### config.mk
export PLATFORM = sky130hd
export DESIGN_NAME = qdr_b4_sram
export DESIGN_NICKNAME = d
export VERILOG_FILES = /design/src/rtl/qdr_b4_pkg.sv /design/src/rtl/qdr_b4_ctrl.sv /design/src/rtl/qdr_b4_store.sv /design/src/rtl/qdr_b4_rd_pipe.sv /design/src/rtl/qdr_b4_sram.sv
export SDC_FILE = /design/constraint.sdc
export NUM_CORES = 2
export LEC_CHECK = 0
export BUFFER_PORTS_ARGS = -buffer_cell sky130_fd_sc_hd__buf_2
export CORE_MARGIN = 2
export CORE_UTILIZATION = 55
export DETAILED_ROUTE_END_ITERATION = 16
export MAX_ROUTING_LAYER = met4
export PLACE_DENSITY_LB_ADDON = 0.3
export SYNTH_ARGS = -nofsm -noshare
export SYNTH_HDL_FRONTEND = slang
export SYNTH_HIERARCHICAL = 1
export SYNTH_SLANG_ARGS = --single-unit
### constraint.sdc
create_clock -name clk_i -period 4.35 [get_ports clk_i]
set_clock_uncertainty 0.1 [all_clocks]
set_input_delay 0.2175 -clock clk_i [delete_from_list [all_inputs] [get_ports clk_i]]
set_output_delay 0.2175 -clock clk_i [all_outputs]
set_load 0.02 [all_outputs]
### src/rtl/qdr_b4_pkg.sv
package qdr_b4_pkg;
  localparam int BURST_LEN    = 4;
  localparam int LANE_W       = 9;
  localparam int RD_LAT_TICKS = 4;  // two input-clock cycles
  localparam int IDX_W        = $clog2(BURST_LEN);
  localparam int CNT_W        = IDX_W + 1;
endpackage

### src/rtl/qdr_b4_ctrl.sv
module qdr_b4_ctrl
  import qdr_b4_pkg::*;
#(
  parameter int ADDR_W = 6
) (
  input  logic              clk_i,
  input  logic              rst_ni,
  input  logic              rd_ni,
  input  logic              wr_ni,
  input  logic [ADDR_W-1:0] addr_i,
  output logic              k_rise_o,
  output logic              rd_acc_o,
  output logic              wr_acc_o,
  output logic              wr_en_o,
  output logic [ADDR_W-1:0] wr_addr_o
);
  localparam int GRP_W = ADDR_W - IDX_W;
  localparam logic [CNT_W-1:0] BL = CNT_W'(BURST_LEN);

  logic             phase_q, rd_busy_q, wr_busy_q, wr_take_q;
  logic [GRP_W-1:0] wr_base_q;
  logic [CNT_W-1:0] wr_left_q, offs;

  assign k_rise_o = ~phase_q;
  assign rd_acc_o = k_rise_o & ~rd_ni & ~rd_busy_q;
  assign wr_acc_o = k_rise_o & ~wr_ni & ~wr_busy_q;
  assign wr_en_o  = (wr_left_q != '0);
  assign offs     = BL - wr_left_q;
  assign wr_addr_o = {wr_base_q, offs[IDX_W-1:0]};

  always_ff @(posedge clk_i or negedge rst_ni) begin
    if (!rst_ni) begin
      phase_q   <= 1'b0;
      rd_busy_q <= 1'b0;
      wr_busy_q <= 1'b0;
      wr_take_q <= 1'b0;
      wr_base_q <= '0;
      wr_left_q <= '0;
    end else begin
      phase_q   <= ~phase_q;
      wr_take_q <= wr_acc_o;
      if (k_rise_o) begin
        rd_busy_q <= rd_acc_o;
        wr_busy_q <= wr_acc_o;
      end
      // write address rides the bus on the tick after the command
      if (wr_take_q) begin
        wr_base_q <= addr_i[ADDR_W-1:IDX_W];
        wr_left_q <= BL;
      end else if (wr_en_o) begin
        wr_left_q <= wr_left_q - 1'b1;
      end
    end
  end

  a_r1_phase_alt: assert property (@(posedge clk_i) disable iff (!rst_ni)
    k_rise_o |=> !k_rise_o);
  a_r5_rd_spacing: assert property (@(posedge clk_i) disable iff (!rst_ni)
    rd_acc_o |=> ##1 !rd_acc_o);
  a_r5_wr_spacing: assert property (@(posedge clk_i) disable iff (!rst_ni)
    wr_acc_o |=> ##1 !wr_acc_o);
  a_r6_wr_start: assert property (@(posedge clk_i) disable iff (!rst_ni)
    wr_acc_o |=> ##1 wr_en_o);
endmodule

### src/rtl/qdr_b4_store.sv
module qdr_b4_store
  import qdr_b4_pkg::*;
#(
  parameter int ADDR_W = 6,
  parameter int LANES  = 2
) (
  input  logic                        clk_i,
  input  logic                        rst_ni,
  input  logic                        we_i,
  input  logic [ADDR_W-1:0]           waddr_i,
  input  logic [LANES*LANE_W-1:0]     wdata_i,
  input  logic [LANES-1:0]            wlane_ni,
  input  logic [ADDR_W-IDX_W-1:0]     rgrp_i,
  output logic [BURST_LEN*LANES*LANE_W-1:0] rgroup_o
);
  localparam int W     = LANES * LANE_W;
  localparam int DEPTH = 2 ** ADDR_W;

  logic [W-1:0] mem_q [DEPTH];

  always_ff @(posedge clk_i or negedge rst_ni) begin
    if (!rst_ni) begin
      for (int i = 0; i < DEPTH; i++) mem_q[i] <= '0;
    end else if (we_i) begin
      for (int l = 0; l < LANES; l++)
        if (!wlane_ni[l]) mem_q[waddr_i][l*LANE_W +: LANE_W] <= wdata_i[l*LANE_W +: LANE_W];
    end
  end

  for (genvar g = 0; g < BURST_LEN; g++) begin : g_rd
    assign rgroup_o[g*W +: W] = mem_q[{rgrp_i, IDX_W'(g)}];
  end
endmodule

### src/rtl/qdr_b4_rd_pipe.sv
module qdr_b4_rd_pipe
  import qdr_b4_pkg::*;
#(
  parameter int W = 18
) (
  input  logic                   clk_i,
  input  logic                   rst_ni,
  input  logic                   rd_acc_i,
  input  logic [BURST_LEN*W-1:0] group_i,
  output logic [W-1:0]           q_o,
  output logic                   q_valid_o
);
  logic [BURST_LEN*W-1:0]  pend_q, out_q;
  logic [RD_LAT_TICKS-1:0] lat_q;
  logic [CNT_W-1:0]        left_q;
  logic                    load;

  assign load      = lat_q[RD_LAT_TICKS-1];
  assign q_valid_o = (left_q != '0);
  assign q_o       = q_valid_o ? out_q[W-1:0] : '0;

  always_ff @(posedge clk_i or negedge rst_ni) begin
    if (!rst_ni) begin
      pend_q <= '0;
      out_q  <= '0;
      lat_q  <= '0;
      left_q <= '0;
    end else begin
      lat_q <= {lat_q[RD_LAT_TICKS-2:0], rd_acc_i};
      // snapshot taken at the command edge: later writes are not seen
      if (rd_acc_i) pend_q <= group_i;
      if (load) begin
        out_q  <= pend_q;
        left_q <= CNT_W'(BURST_LEN);
      end else if (q_valid_o) begin
        out_q  <= out_q >> W;
        left_q <= left_q - 1'b1;
      end
    end
  end

  a_r4_four_words: assert property (@(posedge clk_i) disable iff (!rst_ni)
    $rose(q_valid_o) |=> q_valid_o ##1 q_valid_o ##1 q_valid_o);
endmodule

### src/rtl/qdr_b4_sram.sv
module qdr_b4_sram
  import qdr_b4_pkg::*;
#(
  parameter int ADDR_W = 6,
  parameter int LANES  = 2
) (
  input  logic                    clk_i,
  input  logic                    rst_ni,
  output logic                    k_rise_o,
  input  logic                    rd_ni,
  input  logic                    wr_ni,
  input  logic [ADDR_W-1:0]       addr_i,
  input  logic [LANES*LANE_W-1:0] d_i,
  input  logic [LANES-1:0]        bw_ni,
  output logic [LANES*LANE_W-1:0] q_o,
  output logic                    q_valid_o
);
  localparam int W = LANES * LANE_W;

  logic                   rd_acc, wr_acc, wr_en;
  logic [ADDR_W-1:0]      wr_addr;
  logic [BURST_LEN*W-1:0] group;

  qdr_b4_ctrl #(.ADDR_W(ADDR_W)) i_ctrl (
    .clk_i, .rst_ni, .rd_ni, .wr_ni, .addr_i,
    .k_rise_o, .rd_acc_o(rd_acc), .wr_acc_o(wr_acc),
    .wr_en_o(wr_en), .wr_addr_o(wr_addr)
  );

  qdr_b4_store #(.ADDR_W(ADDR_W), .LANES(LANES)) i_store (
    .clk_i, .rst_ni, .we_i(wr_en), .waddr_i(wr_addr), .wdata_i(d_i),
    .wlane_ni(bw_ni), .rgrp_i(addr_i[ADDR_W-1:IDX_W]), .rgroup_o(group)
  );

  qdr_b4_rd_pipe #(.W(W)) i_rd_pipe (
    .clk_i, .rst_ni, .rd_acc_i(rd_acc), .group_i(group),
    .q_o, .q_valid_o
  );

  a_r3_read_latency: assert property (@(posedge clk_i) disable iff (!rst_ni)
    rd_acc |=> ##4 q_valid_o);
  a_r10_both_taken: assert property (@(posedge clk_i) disable iff (!rst_ni)
    (rd_acc && wr_acc) |=> ##1 wr_en);
endmodule

==> qor.txt <==
status: finished, final reports clean
post-synthesis cell count: 3,789
CTS Sinks: 1,314
post_cts resized: 0
cts bufs inserted: 136
Max-cap violations: 0
most frequent cells after synthesis: 1,314 x dfrtp_1, 1,155 x mux2_2, 288 x mux4_2
Synth cell types: 45
clock tree from TritonCTS: done
Yosys top cell area share: 55.15%
WP buf/inv: 1
global-route wire length before repair: 212,800 um
part of the Yosys area used for sequential elements: 55.15%
register bit total from synthesis: 1,314
critical path peak fanout: 10
VDD IR-drop max: 0.0004091 V
EDFF count, synth: 0
number of port buffers: 47
Slowest cell on crit path: nor3b_2
Synth Flop Type: dfrtp_1
Crit Path Category: register to register
H-tree Lvls: 4
drt via density: 6.193
clock slew at reported path FFs: 60 ps
largest area contributor in the synthesized netlist: dfrtp_1
top-count cell post-synth: dfrtp_1
die extent in y: 333.3 um
Area Growth Syn to Fin: 10.63%
Met3 Wirelength: 5946 um
Synth Net Count: 3,823
global route overflow: 0
metal2 WL: 62,260 um
pwr/cell area: 604.3 mW/mm^2
DRC Markers: 0
Pins Over Slew Limit: 0
WL per Instance: 25.45 um
layout cells sized above 1: 51.51%
die area: 0.1111 sq mm
Routability Congestion: 0.7760
Tmin final: 3364 ps
Yosys Warn Count: 6
Async S/R FF share, synth: 100.0%
worst hold slack: 66.82 ps
CP delay by family, top: simple AND/OR/NAND/NOR gates
Core ar.: 0.1074 sq mm
Worst EP required: 4860 ps
worst skew pair latency: 730 ps
NumNets Final: 3,796
final wirelength: 134,500 um
cells along the critical path: inv_1, ha_1, nor3b_2, nand3_1, mux2_2
Worst-Margin Slew: 1204 ps
total number of vias: 32,720
FMAX: 0.2973 GHz
antenna violations before repair: 6
Final Hold Vio Count: 0
# IOs: 50
vias in the first global route: 34,350
die width: 333.3 um
slowest stage delay, CP: 1030 ps
DRT iter0 DRCs: 2,546
GRT Util Overall: 25.75%
fin crit share: 77.33%
CP Launch Type: register
final setup vio count: 0
unrepaired setup endpoints after global routing: no
CP Data Arrival Time: 3870 ps
Max-slew headroom: 19.41%
Leak: 30.87 nW
pin count of the biggest net entering global routing: 145
clock root cell: clkbuf_16
drt pass-1 iters: 7
Syn Area/Cell: 15.74 sq um
Rows: 120
CP Capture Type: register
Max Root-Sink Buffers: 3
Initial Util: 55.54%
TNS Setup: 0 ps
Tot Pwr: 0.03986 W
DP Wirelength: 80,410 um
Routed Antenna Nets: 0
top sig layer: met4
Synth Cell Area: 0.05962 sq mm
met1 WL: 63,960 um
top post-synthesis cells by area: dfrtp_1 55%, mux2_2 22%, mux4_2 11%, mux2_4 1.8%, a22oi_1 1.8%
worst min path class: input port to async pin
number of fill cells: 7,715
## sequential cells by signal (all words and copies together), names as in the netlist
signal	count
i_rd_pipe/out_q	72
i_ctrl/wr_take_q	1
i_rd_pipe/left_q	3
i_rd_pipe/lat_q	4
i_ctrl/wr_busy_q	1
i_ctrl/wr_base_q	4
i_ctrl/rd_busy_q	1
i_rd_pipe/pend_q	72
i_ctrl/wr_left_q	3
i_store/mem_q	1152
i_ctrl/phase_q	1
## logic make-up after synthesis
| group | Yosys count | synth area share, % |
|---|---|---|
| mux | 1571 | 35.46 |
| flops | 1314 | 55.15 |
| simple gates | 356 | 4.157 |
| buf+inv | 320 | 2.636 |
| compound gates | 223 | 2.503 |
| fa+ha+maj | 4 | 0.08394 |
| xor+xnor | 1 | 0.01469 |
## layer usage
| layer | global-route usage [%] | vias to the layer above |
|---|---|---|
| li1 | - | 14070 |
| met1 | 38.21 | 17860 |
| met2 | 37.80 | 642 |
| met3 | 4.018 | 152 |
| met4 | 5.969 | 0 |
| met5 | - | - |
## worst register-to-register path, delay by kind of cell (launching register included)
kind	cells	cell delay (ps)
and+or+nand+nor	2	1770
muxes	1	500
adders and majority gates	1	470
DFF	1	350
buffers and inverters	1	60
## worst paths after layout
check | startpoint | endpoint | slack, ps | cells after the start
max in group asynchronous | rst_ni | i_rd_pipe/lat_q[3]$_DFF_PN0_ | 2880 | 3
worst max register to register | i_ctrl/wr_left_q[0]$_DFFE_PN0P_ | i_store/mem_q[207]$_DFFE_PN0P_ | 990 | 5
worst max-delay path | i_ctrl/wr_left_q[0]$_DFFE_PN0P_ | i_store/mem_q[207]$_DFFE_PN0P_ | 990 | 5
min in group clk_i | addr_i[2] | i_ctrl/wr_base_q[0]$_DFFE_PN0P_ | 140 | 2
worst min-delay path | rst_ni | i_store/mem_q[652]$_DFFE_PN0P_ | 70 | 2
worst min register to register | i_rd_pipe/lat_q[0]$_DFF_PN0_ | i_rd_pipe/lat_q[1]$_DFF_PN0_ | 250 | 0
## report_power, final
| part | switching (W) | internal (W) | total [W] |
|---|---|---|---|
| sequential | 0.00218 | 0.0165 | 0.0186 |
| combinational | 0.00379 | 0.00552 | 0.00931 |
| clock | 0.00480 | 0.00712 | 0.0119 |
| total | 0.0108 | 0.0291 | 0.0399 |
## repair_timing
action                                 in CTS  in global routing
endpoints found under the hold margin     147                  0
setup buffers                               0                  0
hold buffers                                6                  0
## metrics by stage
stage	area, sq um	setup WS (ps)	util (%)	cells
2_1_floorplan	59620	1986	-	3789
3_3_place_gp	61240	1067	57.05	5021
3_5_place_dp	61240	1057	57.05	5021
4_1_cts	65950	1029	61.43	5278
5_1_grt	65960	973.2	61.45	5283
6_report	65960	986.0	61.45	5283
## cell type report
type,instances,area (sq um),area share (%)
tap,1403,1755,2.661
inverter,7,26.28,0.03983
timing repair buffer,148,1394,2.113
antenna,5,12.51,0.01897
multi-input combinational,2155,25240,38.26
clock inverter,43,469.2,0.7113
sequential,1314,32890,49.85
clock buffer,208,4180,6.337
## layout by cell type (no fill, tap or decap), drive strengths merged, types with 8 or more instances in the layout
| cell | Yosys | layout |
|---|---|---|
| a22oi | 144 | 144 |
| and2 | 20 | 20 |
| buf | 139 | 142 |
| bufinv | 0 | 8 |
| clkbuf | 174 | 208 |
| clkinv | 0 | 26 |
| dfrtp | 1314 | 1314 |
| inv | 7 | 14 |
| mux2 | 1229 | 1229 |
| mux2i | 54 | 54 |
| mux4 | 288 | 288 |
| nand2 | 163 | 163 |
| nand3 | 70 | 70 |
| nor3 | 56 | 56 |
| o21ai | 72 | 72 |
| or3 | 9 | 9 |
(Power assumes the default switching activity.)
